<file path="config.mk">
export PLATFORM = sky130hd
export DESIGN_NAME = tmr_cc_channel
export DESIGN_NICKNAME = d
export VERILOG_FILES = /design/src/rtl/tmr_cc_pkg.sv /design/src/rtl/tmr_cc_regs.sv /design/src/rtl/tmr_cc_trigsync.sv /design/src/rtl/tmr_cc_compare.sv /design/src/rtl/tmr_cc_channel.sv
export SDC_FILE = /design/constraint.sdc
export NUM_CORES = 1
export LEC_CHECK = 0
export BUFFER_PORTS_ARGS = -buffer_cell sky130_fd_sc_hd__clkbuf_2
export CAP_MARGIN = 20
export CORE_MARGIN = 4
export CORE_UTILIZATION = 50
export DETAILED_ROUTE_END_ITERATION = 16
export GPL_ROUTABILITY_DRIVEN = 0
export PLACE_DENSITY_LB_ADDON = 0.25
export SLEW_MARGIN = 20
export SYNTH_ARGS = -nofsm -noshare
export SYNTH_HDL_FRONTEND = slang
export SYNTH_SLANG_ARGS = --single-unit
</file>
<file path="constraint.sdc">
create_clock -name clk -period 2.18 [get_ports clk]
set_input_delay 0.436 -clock clk [delete_from_list [all_inputs] [get_ports clk]]
set_output_delay 0.436 -clock clk [all_outputs]
set_load 0.01 [all_outputs]
</file>
<file path="src/rtl/tmr_cc_pkg.sv">
package tmr_cc_pkg;

    localparam int VAL_W   = 16;
    localparam int CMP_MAX = 100;
    localparam int SYNC_N  = 2;

    typedef enum logic {
        MODE_COMPARE = 1'b0,
        MODE_CAPTURE = 1'b1
    } cc_mode_e;

    // Packed MSB first: mode is the top bit of the configuration field.
    typedef struct packed {
        cc_mode_e mode;
        logic     pol;
        logic     pre;
        logic     en;
    } cc_cfg_t;

    localparam int CFG_W = $bits(cc_cfg_t);

endpackage

</file>
<file path="src/rtl/tmr_cc_regs.sv">
module tmr_cc_regs
    import tmr_cc_pkg::*;
#(
    parameter int W   = VAL_W,
    parameter int MAX = CMP_MAX
) (
    input  logic         clk,
    input  logic         rst,
    input  logic         wr,
    input  cc_cfg_t      wcfg,
    input  logic [W-1:0] wval,
    input  logic         upd,
    input  logic         cap_fire,
    input  logic [W-1:0] cap_val,
    output cc_cfg_t      cfg,
    output logic [W-1:0] sw_val,
    output logic [W-1:0] act_val
);

    localparam logic [W-1:0] LIMIT = W'(MAX);

    function automatic logic [W-1:0] clip(input logic [W-1:0] v);
        return (v > LIMIT) ? LIMIT : v;
    endfunction

    logic [W-1:0] wval_sat;
    logic         cap_take;

    assign wval_sat = clip(wval);
    assign cap_take = cap_fire && cfg.en && (cfg.mode == MODE_CAPTURE);

    always_ff @(posedge clk) begin
        if (rst) begin
            cfg    <= '0;
            sw_val <= '0;
        end else if (wr) begin
            cfg    <= wcfg;
            sw_val <= wval_sat;
        end else if (cap_take) begin
            sw_val <= cap_val;
        end
    end

    always_ff @(posedge clk) begin
        if (rst) begin
            act_val <= '0;
        end else if (wr && !wcfg.pre) begin
            act_val <= wval_sat;
        end else if (upd && cfg.pre) begin
            act_val <= clip(sw_val);
        end
    end

    p_active_range_r3: assert property (@(posedge clk) disable iff (rst)
        act_val <= LIMIT);

    p_immediate_load_r4: assert property (@(posedge clk) disable iff (rst)
        (wr && !wcfg.pre) |=>
            (act_val == (($past(wval) > LIMIT) ? LIMIT : $past(wval))));

    p_hold_active_r5: assert property (@(posedge clk) disable iff (rst)
        (!wr && !upd) |=> $stable(act_val));

    p_collision_old_r6: assert property (@(posedge clk) disable iff (rst)
        (wr && wcfg.pre && upd && cfg.pre) |=> (act_val == clip($past(sw_val))));

endmodule

</file>
<file path="src/rtl/tmr_cc_trigsync.sv">
module tmr_cc_trigsync #(
    parameter int STAGES = tmr_cc_pkg::SYNC_N
) (
    input  logic clk,
    input  logic rst,
    input  logic async_in,
    output logic rise
);

    localparam int CHAIN = STAGES + 1;

    logic [CHAIN-1:0] chain_q;

    genvar g;
    generate
        for (g = 0; g < CHAIN; g++) begin : g_stage
            if (g == 0) begin : g_first
                always_ff @(posedge clk) begin
                    if (rst) chain_q[g] <= 1'b0;
                    else     chain_q[g] <= async_in;
                end
            end else begin : g_next
                always_ff @(posedge clk) begin
                    if (rst) chain_q[g] <= 1'b0;
                    else     chain_q[g] <= chain_q[g-1];
                end
            end
        end
    endgenerate

    assign rise = chain_q[STAGES-1] & ~chain_q[STAGES];

    p_single_pulse_r9: assert property (@(posedge clk) disable iff (rst)
        rise |=> !rise);

endmodule

</file>
<file path="src/rtl/tmr_cc_compare.sv">
module tmr_cc_compare
    import tmr_cc_pkg::*;
#(
    parameter int W = VAL_W
) (
    input  cc_cfg_t      cfg,
    input  logic [W-1:0] act_val,
    input  logic [W-1:0] counter,
    output logic         drive
);

    logic below;

    assign below = (counter < act_val);

    always_comb begin
        if (cfg.en && (cfg.mode == MODE_COMPARE)) drive = below ^ cfg.pol;
        else                                      drive = 1'b0;
    end

endmodule

</file>
<file path="src/rtl/tmr_cc_channel.sv">
module tmr_cc_channel
    import tmr_cc_pkg::*;
#(
    parameter int VW      = VAL_W,
    parameter int MAXV    = CMP_MAX,
    parameter int NSYNC   = SYNC_N,
    localparam int WORD_W = VW + CFG_W
) (
    input  logic              clk,
    input  logic              rst,
    input  logic              reg_wr,
    input  logic [WORD_W-1:0] reg_wdata,
    output logic [WORD_W-1:0] reg_rdata,
    input  logic [VW-1:0]     counter,
    input  logic              update_evt,
    input  logic              trig_in,
    output logic              ch_out
);

    cc_cfg_t       cfg_q;
    cc_cfg_t       wcfg;
    logic [VW-1:0] sw_val;
    logic [VW-1:0] act_val;
    logic          trig_rise;

    assign wcfg = cc_cfg_t'(reg_wdata[WORD_W-1:VW]);

    tmr_cc_trigsync #(.STAGES(NSYNC)) u_sync (
        .clk      (clk),
        .rst      (rst),
        .async_in (trig_in),
        .rise     (trig_rise)
    );

    tmr_cc_regs #(.W(VW), .MAX(MAXV)) u_regs (
        .clk      (clk),
        .rst      (rst),
        .wr       (reg_wr),
        .wcfg     (wcfg),
        .wval     (reg_wdata[VW-1:0]),
        .upd      (update_evt),
        .cap_fire (trig_rise),
        .cap_val  (counter),
        .cfg      (cfg_q),
        .sw_val   (sw_val),
        .act_val  (act_val)
    );

    tmr_cc_compare #(.W(VW)) u_cmp (
        .cfg     (cfg_q),
        .act_val (act_val),
        .counter (counter),
        .drive   (ch_out)
    );

    assign reg_rdata = {cfg_q, sw_val};

    p_idle_low_r8: assert property (@(posedge clk) disable iff (rst)
        (!cfg_q.en || cfg_q.mode == MODE_CAPTURE) |-> !ch_out);

    p_capture_store_r9: assert property (@(posedge clk) disable iff (rst)
        (trig_rise && cfg_q.en && cfg_q.mode == MODE_CAPTURE && !reg_wr)
            |=> (sw_val == $past(counter)));

endmodule

</file>
==> reports/results.txt, run 1 <==
Average routed wire per standard cell - 14.54 um
RSZ-0062 raised after global routing - true
Most used cells in the layout excluding fill and tap cells - 60 x sky130_fd_sc_hd__clkbuf_2, 36 x sky130_fd_sc_hd__nand2_1, 30 x sky130_fd_sc_hd__dfxtp_1, 24 x sky130_fd_sc_hd__a21oi_1, 14 x sky130_fd_sc_hd__nor2_1
Compound-gate portion of the synthesized area - 16.03%
Port buffer count - 61
Syn Area/Cell - 8.478 um^2
Yosys top cell area share - 39.69%
Remaining design rule violation count - 0
Number of global-route vias before repair - 1872
Req. time, crit path - 1.74 ns
Number of max-capacitance violations reported - 0
Buffers and inverters on the worst path - 2
Die area - 5001 um^2
Initial antenna violation count - 0
Post-synthesis share of cell area spent on full adders, half adders and majority gates - 9.542%
Clk_skew - 0.01045 ns
CP Class - register to primary output
Total nets after synthesis - 288
Setup Total Neg Slack - -0.1169 ns
Die Span X - 70.72 um
Status - complete, but fails checks
Pin slew with the least headroom to its limit - 0.6434 ns
HP Class - input pin to register
Share of cells above drive strength 1 - 41.00%
XOR/XNOR Fraction of Synth Area - 0%
Post-synthesis share of cell area spent on and, or, nand and nor gates - 26.97%
Flip-flop and latch count after synthesis - 39
Reg-to-reg startpoint - u_regs.sw_val[8]$_SDFFE_PP0P_
Overflow left after global routing - 0
Die Height - 70.72 um
Startpoint type of the worst setup path - register
Worst Setup SP - u_regs.act_val[11]$_SDFFE_PP0P_
Maximum number of pins on one net before global-route repair - 23
Placeable Area - 3744 um^2
Total length of routed wires - 5.061 mm
First-iteration detailed-routing DRC count - 110
Layout Nets - 355
Area of all sequential standard cells - 792.0 um^2
Number of standard cells after synthesis - 232
Count of filler cells inserted in the layout - 305
Peak supply drop - 0.4944 mV
Count of final hold-check violations - 0
I/O pin total - 62
Global-route wire length before repair - 8.445 mm
Slew Limit Fails - 0
Count of synthesis-stage warnings from yosys - 0
Multi-input gate area - 1257 um^2
Power after layout - 1.425 mW
Commonest non-fill, non-tap cell in the layout - sky130_fd_sc_hd__clkbuf_2
Total CTS buffers - 5
Violated checks - negative setup slack
Cell type with the largest total area after synthesis - sky130_fd_sc_hd__dfxtp_1
WP data arrival - 1.86 ns
Clock buffer depth - 2
Ant. Diodes - 0
CTS root buffer - sky130_fd_sc_hd__clkbuf_8
Worst setup slack after layout - -0.1169 ns
Worst-skew pair later-pin latency - 0.29 ns
Share of the cycle needed by the critical path after routing - 105.4%
Leakage - 1.047 nW
PD cells - 543.3 nW/um^2
Kind of capture point of the worst setup path - primary output
Area growth from synthesis to final layout - 33.40%
Cell type of the slowest stage on the worst timing path - sky130_fd_sc_hd__o311a_1
Number of vias after detailed routing - 1853
Clk slew on worst S/H paths - 0.07 ns
Mapped cell area - 1967 um^2
Initial Util - 52.54%
Max FO, Critical Path - 2
Count of different cell masters after synthesis - 44
Worst-case hold slack - 0.3757 ns
Hold path start - trig_in
CTS HTree Levels - 2
Standard-cell row count - 22
Part of the Yosys area used for sequential elements - 39.69%
Max Clock Freq - 435.4 MHz
Share of flip-flops with an asynchronous set or reset after synthesis - 0%
Number of sinks handled by clock tree synthesis - 39
Largest stage delay on the critical path - 0.38 ns
Vias per cell - 5.325
Count of nets left with antenna violations after detail routing - 0
Initial DRT Pass Iterations - 4
Utilization of the core after routing - 70.09%
TritonCTS clock tree - yes
Number of flops mapped to enable cells by yosys - 0
Number of endpoints failing setup at the final stage - 1
Hold Buf Count CTS - 0
Kind of cell with the highest combined delay on the critical path - compound AO/OA/AOI/OAI gates
Max-slew headroom - 57.07%
Ys flop type - sky130_fd_sc_hd__dfxtp_1
Post-layout min period - 2.297 ns
Cells traversed along the worst timing path - inv_2, ha_4, nand2_4, nor2_4, o211ai_1, o311a_1, mux2i_1, buf_2
Placed wire-length estimate after detailed placement - 3.599 mm
Mux contribution to synthesized area - 2.545%
Largest family of logic cells by synthesized area - simple AND/OR/NAND/NOR gates
Global Route Usage Sum - 20.71%
Top post-synthesis cells by area - sky130_fd_sc_hd__dfxtp_1 40%, sky130_fd_sc_hd__ha_1 9.5%, sky130_fd_sc_hd__nand2_1 7.6%
## final timing paths
| path | to | slack [ns] | depth (start not counted) |
|---|---|---|---|
| max | ch_out | -0.12 | 8 |
| min | u_sync.chain_q[0]$_SDFF_PP0_ | 0.38 | 2 |
| max reg2reg | u_regs.act_val[0]$_SDFFE_PP0P_ | 0.58 | 5 |
| min reg2reg | u_sync.chain_q[1]$_SDFF_PP0_ | 0.44 | 1 |
## sequential cells by signal, indices dropped and copies added, names as in the netlist
name,count
u_regs.act_val,16
u_regs.cfg,4
u_regs.sw_val,16
u_sync.chain_q,3
## worst reg2reg max path, stage by stage (launching register included)
cell and delay, ns:
sky130_fd_sc_hd__dfxtp_1 0.33, sky130_fd_sc_hd__nor4_1 0.37, sky130_fd_sc_hd__nand4_2 0.21, sky130_fd_sc_hd__nor3_2 0.32, sky130_fd_sc_hd__a22oi_1 0.12, sky130_fd_sc_hd__a21oi_1 0.16
## stage by stage
stage	instances	instance area, um^2	worst slack, ns
finish	348	2624	-0.1169
global route	348	2624	-0.2348
CTS	347	2580	-0.06894
detailed placement	339	2342	-0.08154
global placement	339	2342	-0.07256
floorplan	232	1967	0.1271
## synthesized netlist by cell type (2+ instances only)
cell type                  number
sky130_fd_sc_hd__ha_1          15
sky130_fd_sc_hd__nand2_1       40
sky130_fd_sc_hd__mux2i_1        5
sky130_fd_sc_hd__o221ai_1       2
sky130_fd_sc_hd__and2_1        12
sky130_fd_sc_hd__o21ai_1        3
sky130_fd_sc_hd__nor2b_1        4
sky130_fd_sc_hd__nand3b_1       2
sky130_fd_sc_hd__nand4_1        2
sky130_fd_sc_hd__a22oi_1        4
sky130_fd_sc_hd__nand3_1        3
sky130_fd_sc_hd__a211oi_1       6
sky130_fd_sc_hd__dfxtp_1       39
sky130_fd_sc_hd__a21oi_1       26
sky130_fd_sc_hd__nor2_1        16
sky130_fd_sc_hd__clkbuf_1       4
sky130_fd_sc_hd__buf_1          2
sky130_fd_sc_hd__inv_1         18
sky130_fd_sc_hd__o21ai_0        3
sky130_fd_sc_hd__nor3_2         2
## cells by family (layout without fill, tap and decap cells)
kind of cell               after synthesis  count (layout)
adders and majority gates               15              15
and+or+nand+nor                         96              96
buffers and inverters                   26              94
DFF                                     39              39
muxes                                    5               5
AOI/OAI and AO/OA                       51              51
## cell type report
type | count | share of cell area (%)
clock buffer | 5 | 2.623
clock inverter | 3 | 0.7630
inverter | 18 | 2.575
multi-input combinational | 167 | 47.93
sequential | 39 | 30.19
tap | 48 | 2.289
timing repair buffer | 68 | 13.64
## routing by layer
layer	global-route usage (%)	vias up	part of all wire, %
li1	-	933	-
met1	26.18	848	42
met2	33.88	63	49
met3	5.540	9	7.8
met4	7.516	0	0.95
met5	0	-	0
## what timing repair did
item | CTS | global route
gates resized for setup | 31 | 10
pin swaps | 15 | 7
setup buffers | 0 | 1
setup endpoints to repair | 1 | 1
## report_power, final
part           internal, mW  switching, mW  total, mW
logic                0.0987          0.109      0.208
clock network         0.223          0.257      0.479
registers             0.727         0.0118      0.738
No activity file was read; power rests on OpenSTA's default activity.
==> run 2: changes to the inputs <==
--- a/config.mk
+++ b/config.mk
@@ -11,7 +11,7 @@
 export CORE_UTILIZATION = 50
 export DETAILED_ROUTE_END_ITERATION = 16
 export GPL_ROUTABILITY_DRIVEN = 0
-export PLACE_DENSITY_LB_ADDON = 0.25
+export PLACE_DENSITY = 0.86
 export SLEW_MARGIN = 20
 export SYNTH_ARGS = -nofsm -noshare
 export SYNTH_HDL_FRONTEND = slang
==> constraint.sdc (replaced) <==
create_clock -name clk -period 2.51 [get_ports clk]
set_input_delay 0.502 -clock clk [delete_from_list [all_inputs] [get_ports clk]]
set_output_delay 0.502 -clock clk [all_outputs]
set_load 0.01 [all_outputs]
==> run 2 against run 1 <==
  * The run now ends clean
  * Worst hold slack improved by 0.044 ns
  * Clock power down 14%
  * Routed wire length shrank 1.9%
  * Largest cell class unchanged
  * Setup slack improved by 0.14 ns
  * Die area unchanged
  * Utilization shrank 4.2 points
  * Clock skew fell by 0.0057 ns
  * Via count rose by 1.2%
  * Critical path type unchanged
  * Highest routed layer unchanged
  * Critical path depth stayed put
==> reports/results.txt, run 2 (synthesis gave the netlist of run 1 again) <==
WP data arrival - 1.99 ns
Slew Limit Fails - 0
Max-slew headroom - 55.56%
Largest stage delay on the critical path - 0.33 ns
CP Class - register to primary output
Vias per cell - 5.453
PD cells - 495.1 nW/um^2
Average routed wire per standard cell - 14.44 um
Clock buffer depth - 2
Number of global-route vias before repair - 1753
Die area - 5001 um^2
Commonest non-fill, non-tap cell in the layout - sky130_fd_sc_hd__clkbuf_2
Layout Nets - 351
Startpoint type of the worst setup path - register
Worst-skew pair later-pin latency - 0.30 ns
Clk slew on worst S/H paths - 0.07 ns
Max Clock Freq - 401.7 MHz
Total length of routed wires - 4.967 mm
Post-placement setup slack - 0.01923 ns
Remaining design rule violation count - 0
Number of vias after detailed routing - 1876
Ant. Diodes - 0
Placeable Area - 3744 um^2
Kind of cell with the highest combined delay on the critical path - compound AO/OA/AOI/OAI gates
Share of the cycle needed by the critical path after routing - 99.19%
Number of sinks handled by clock tree synthesis - 39
Area growth from synthesis to final layout - 25.38%
Number of endpoints failing setup at the final stage - 0
I/O pin total - 62
Worst-case hold slack - 0.4193 ns
Cell type of the slowest stage on the worst timing path - sky130_fd_sc_hd__o311a_1
Count of filler cells inserted in the layout - 319
Placed wire-length estimate after detailed placement - 3.570 mm
Standard-cell row count - 22
Req. time, crit path - 2.01 ns
Area of placed instances - 2312 um^2
Count of nets left with antenna violations after detail routing - 0
Layout Cell Area excl Fill - 2466 um^2
First-iteration detailed-routing DRC count - 136
Largest registers in the final layout - u_regs.act_val x16, u_regs.sw_val x16, u_regs.cfg x4
Overflow left after global routing - 0
Initial Util - 52.54%
CTS root buffer - sky130_fd_sc_hd__clkbuf_8
Initial antenna violation count - 0
Cells traversed along the worst timing path - inv_1, ha_1, nand2_1, nor2_2, o211ai_1, o311a_1, mux2i_1, buf_2
TritonCTS clock tree - yes
Worst setup slack after layout - 0.02045 ns
Hold Buf Count CTS - 0
CTS HTree Levels - 2
Max FO, Critical Path - 3
Clk_skew - 0.004799 ns
Leakage - 1.007 nW
Die Span X - 70.72 um
HP Class - input pin to register
Share of cells above drive strength 1 - 34.12%
Global Route Usage Sum - 19.68%
Total CTS buffers - 5
Initial DRT Pass Iterations - 4
Global-route wire length before repair - 7.817 mm
Count of final hold-check violations - 0
Maximum number of pins on one net before global-route repair - 23
Peak supply drop - 0.4117 mV
Post-layout min period - 2.490 ns
Die Height - 70.72 um
Utilization of the core after routing - 65.88%
Status - completed
Buffers and inverters on the worst path - 2
Pin slew with the least headroom to its limit - 0.6661 ns
Number of max-capacitance violations reported - 0
Most used cells in the layout excluding fill and tap cells - 60 x sky130_fd_sc_hd__clkbuf_2, 38 x sky130_fd_sc_hd__nand2_1, 35 x sky130_fd_sc_hd__dfxtp_1, 20 x sky130_fd_sc_hd__a21oi_1, 18 x sky130_fd_sc_hd__inv_1
Kind of capture point of the worst setup path - primary output
Port buffer count - 61
run 2: cell types whose count changed in the layout (fill, tap and decap cells not counted), sizes merged:
cell / previous run / this run
clkinvlp: 2 / 0
buf: 8 / 4
clkbuf: 65 / 67
run 2: area by class of cell:
type,count,area (um^2),share of cell area (%)
clock inverter,1,5.005,0.2029
tap,48,60.06,2.435
timing repair buffer,64,327.8,13.29
sequential,39,785.8,31.86
clock buffer,7,76.32,3.095
inverter,18,67.56,2.740
multi-input combinational,167,1144,46.37
run 2: path summary, 6_finish.rpt:
kind / startpoint / to / slack (ns) / cells past startpoint
setup / recovery: u_regs.act_val[13]$_SDFFE_PP0P_ / ch_out / 0.02 / 8
hold reg to reg: u_sync.chain_q[0]$_SDFF_PP0_ / u_sync.chain_q[1]$_SDFF_PP0_ / 0.45 / 1
hold / removal: trig_in / u_sync.chain_q[0]$_SDFF_PP0_ / 0.42 / 2
setup reg to reg: u_regs.sw_val[8]$_SDFFE_PP0P_ / u_regs.act_val[0]$_SDFFE_PP0P_ / 0.86 / 5
run 2: metal layers:
layer	GRT usage [%]	routed length, um	up-vias
li1	-	-	927
met1	23.31	2004	884
met2	32.75	2553	59
met3	6.960	349	6
met4	7.307	60	0
met5	0	0	-
run 2: power by group:
| group | internal [mW] | total, mW | switching (mW) |
|---|---|---|---|
| clock network | 0.195 | 0.414 | 0.219 |
| logic | 0.0750 | 0.165 | 0.0898 |
| registers | 0.631 | 0.642 | 0.0107 |
| total | 0.901 | 1.22 | 0.320 |
run 2: metrics by stage:
step	TNS, ns	power, mW	std cells
final	0	1.221	344
after global routing	-0.04122	1.273	344
after CTS	0	1.210	343
after detailed placement	0	0.8040	335
after global placement	0	0.7988	335
after floorplan	0	0.7339	232
run 2: what timing repair did:
| item | 4_1_cts | 5_1_grt |
|---|---|---|
| resized for setup | 2 | 19 |
| setup buffers | 0 | 1 |
| endpoints found under the setup margin | 1 | 1 |
| pin swaps | 1 | 4 |
| gates cloned | 0 | 0 |
==> run 3: changes to the inputs <==
--- a/config.mk
+++ b/config.mk
@@ -8,11 +8,12 @@
 export BUFFER_PORTS_ARGS = -buffer_cell sky130_fd_sc_hd__clkbuf_2
 export CAP_MARGIN = 20
 export CORE_MARGIN = 4
-export CORE_UTILIZATION = 50
+export CORE_UTILIZATION = 51
 export DETAILED_ROUTE_END_ITERATION = 16
 export GPL_ROUTABILITY_DRIVEN = 0
-export PLACE_DENSITY = 0.86
+export PLACE_DENSITY = 0.87
 export SLEW_MARGIN = 20
 export SYNTH_ARGS = -nofsm -noshare
 export SYNTH_HDL_FRONTEND = slang
+export SYNTH_HIERARCHICAL = 1
 export SYNTH_SLANG_ARGS = --single-unit
==> run 3 against run 2 <==
  * Register-to-register slack improved by 0.04 ns
  * Sequential share of layout area decreased by 0.66 points
  * Clock skew grew 0.0067 ns
  * The run now ends with negative setup slack left
  * Critical endpoint unchanged
  * Highest routed layer unchanged
==> reports/results.txt, run 3 <==
Port buffer count - 61
Pin slew with the least headroom to its limit - 0.6128 ns
PD cells - 489.0 nW/um^2
Mapped cell area - 2036 um^2
Maximum number of pins on one net before global-route repair - 23
Max Clock Freq - 380.8 MHz
Total length of routed wires - 5.017 mm
Leakage - 1.029 nW
Share of the cycle needed by the critical path after routing - 104.6%
XOR/XNOR Fraction of Synth Area - 0%
Clk slew on worst S/H paths - 0.06 ns
Top cells by count, synth - 39 x sky130_fd_sc_hd__dfxtp_1, 20 x sky130_fd_sc_hd__nand2_1, 19 x sky130_fd_sc_hd__inv_1, 16 x sky130_fd_sc_hd__a21oi_1, 15 x sky130_fd_sc_hd__ha_1
Most used cells in the layout excluding fill and tap cells - 60 x sky130_fd_sc_hd__clkbuf_2, 35 x sky130_fd_sc_hd__dfxtp_1, 20 x sky130_fd_sc_hd__nand2_1, 17 x sky130_fd_sc_hd__inv_1, 16 x sky130_fd_sc_hd__a21oi_1
Count of final hold-check violations - 0
Global-route wire length before repair - 8.273 mm
Number of sinks handled by clock tree synthesis - 39
Count of different cell masters after synthesis - 45
Part of the Yosys area used for sequential elements - 38.35%
Number of flops mapped to enable cells by yosys - 0
Number of max-capacitance violations reported - 0
TritonCTS clock tree - yes
Count of filler cells inserted in the layout - 303
Post-synthesis share of cell area spent on and, or, nand and nor gates - 26.74%
Number of endpoints failing setup at the final stage - 1
Total nets after synthesis - 283
Average routed wire per standard cell - 14.89 um
CTS root buffer - sky130_fd_sc_hd__clkbuf_8
Largest registers in the final layout - u_regs/act_val x16, u_regs/sw_val x16, u_regs/cfg x4
Number of vias after detailed routing - 1899
Share of flip-flops with an asynchronous set or reset after synthesis - 0%
Setup Total Neg Slack - -0.1162 ns
CP Class - register to primary output
RSZ-0062 raised after global routing - true
Ant. Diodes - 0
Initial DRT Pass Iterations - 4
Largest family of logic cells by synthesized area - simple AND/OR/NAND/NOR gates
Commonest non-fill, non-tap cell in the layout - sky130_fd_sc_hd__clkbuf_2
Vias per cell - 5.635
Placeable Area - 3771 um^2
I/O pin total - 62
Total CTS buffers - 5
Clk_skew - 0.01151 ns
Max-slew headroom - 59.00%
WP data arrival - 2.12 ns
Number of standard cells after synthesis - 227
Status - complete, but fails checks
Worst setup slack after layout - -0.1162 ns
Req. time, crit path - 2.01 ns
Standard-cell row count - 22
Ys flop type - sky130_fd_sc_hd__dfxtp_1
Syn Area/Cell - 8.968 um^2
Share of cells above drive strength 1 - 31.83%
Die area - 5067 um^2
Post-synthesis share of cell area spent on full adders, half adders and majority gates - 9.219%
Compound-gate portion of the synthesized area - 15.30%
Utilization of the core after routing - 66.79%
Cell type with the largest total area after synthesis - sky130_fd_sc_hd__dfxtp_1
Most numerous cell in the Yosys netlist - sky130_fd_sc_hd__dfxtp_1
Peak supply drop - 0.4048 mV
Global Route Usage Sum - 20.20%
Max FO, Critical Path - 2
Yosys top cell area share - 38.35%
Hold Buf Count CTS - 0
Top post-synthesis cells by area - sky130_fd_sc_hd__dfxtp_1 38%, sky130_fd_sc_hd__ha_1 9.2%, sky130_fd_sc_hd__mux2i_1 4.4%
Violated checks - negative setup slack
Slew Limit Fails - 0
Overflow left after global routing - 0
Count of synthesis-stage warnings from yosys - 6
Die Span X - 71.18 um
Placed wire-length estimate after detailed placement - 3.836 mm
Initial Util - 53.98%
Initial antenna violation count - 0
Kind of capture point of the worst setup path - primary output
HP Class - input pin to register
Mux contribution to synthesized area - 4.425%
First-iteration detailed-routing DRC count - 111
Area growth from synthesis to final layout - 23.72%
Layout Nets - 345
Flip-flop and latch count after synthesis - 39
Die Height - 71.18 um
Worst-skew pair later-pin latency - 0.30 ns
Number of global-route vias before repair - 1800
CTS HTree Levels - 2
Post-layout min period - 2.626 ns
Remaining design rule violation count - 0
Count of nets left with antenna violations after detail routing - 0
Power after layout - 1.232 mW
Clock buffer depth - 2
Startpoint type of the worst setup path - register
## run 3: changes by cell type in the layout (fill, tap and decap cells not counted), moves of 5 or more
| cell | delta |
|---|---|
| sky130_fd_sc_hd__nand2_1 | -18 |
| sky130_fd_sc_hd__nor2b_1 | +5 |
| sky130_fd_sc_hd__nor3_1 | +8 |
| sky130_fd_sc_hd__a21oi_2 | -6 |
## run 3: critical path, cell delays in order (launching register included)
cell	delay, ns
sky130_fd_sc_hd__dfxtp_2	0.33
sky130_fd_sc_hd__inv_2	0.04
sky130_fd_sc_hd__ha_4	0.25
sky130_fd_sc_hd__and4_1	0.20
sky130_fd_sc_hd__nand2_1	0.07
sky130_fd_sc_hd__or4_1	0.50
sky130_fd_sc_hd__o211a_1	0.16
sky130_fd_sc_hd__mux2i_1	0.14
sky130_fd_sc_hd__buf_2	0.14
## run 3: what timing repair did
action | 4_1_cts | 5_1_grt
setup endpoints to repair | 1 | 1
pin swaps | 4 | 4
setup buffers | 1 | 0
resized for setup | 5 | 5
## run 3: logic make-up (layout without fill, tap and decap cells)
| logic type | Yosys count | after routing |
|---|---|---|
| compound gates | 43 | 43 |
| flops | 39 | 39 |
| buf+inv | 30 | 92 |
| fa+ha+maj | 15 | 15 |
| mux | 9 | 9 |
| simple gates | 91 | 91 |
## run 3: final cells by class
type	count	area (um^2)	share of cell area (%)
well taps	48	60.06	2.384
inverters	19	71.32	2.832
flip-flops and latches	39	785.8	31.20
clock inverters	1	5.005	0.1987
repair buffers	66	342.8	13.61
multi-input cells	158	1171	46.50
clock buffers	6	82.58	3.279
## run 3: path summary, 6_finish.rpt
kind	from	end	slack [ns]	cells past startpoint
worst max-delay path	u_regs/act_val[10]$_SDFFE_PP0P_	ch_out	-0.12	8
worst min-delay path	trig_in	u_sync/chain_q[0]$_SDFF_PP0_	0.42	2
worst max register to register	u_sync/chain_q[1]$_SDFF_PP0_	u_regs/sw_val[2]$_SDFFE_PP0P_	0.90	5
worst min register to register	u_sync/chain_q[0]$_SDFF_PP0_	u_sync/chain_q[1]$_SDFF_PP0_	0.44	1
## run 3: metrics by stage
stage	std cells	setup slack (ns)	cell area (um^2)	hold slack, ns
after floorplan	227	0.1136	2036	0.4138
after global placement	329	-0.07642	2381	0.4174
after CTS	337	-0.1581	2492	0.4178
after global routing	337	-0.2741	2519	0.4273
after detailed placement	329	-0.1100	2381	0.4256
final	337	-0.1162	2519	0.4198
## run 3: routing by layer
layer  wire length (um)  vias up  global-route usage (%)  share of wire [%]
met5                  0        -                       0                  0
li1                   -      938                       -                  -
met1               2120      878                   26.45                 42
met4                110        0                   6.889                2.2
met2               2396       71                   31.73                 48
met3                390       12                   5.824                7.8
## run 3: power by group
| group | leakage (nW) | internal (mW) | switching (mW) |
|---|---|---|---|
| clock | 0.0470 | 0.215 | 0.209 |
| combinational | 0.663 | 0.0765 | 0.0883 |
| sequential | 0.319 | 0.632 | 0.0109 |
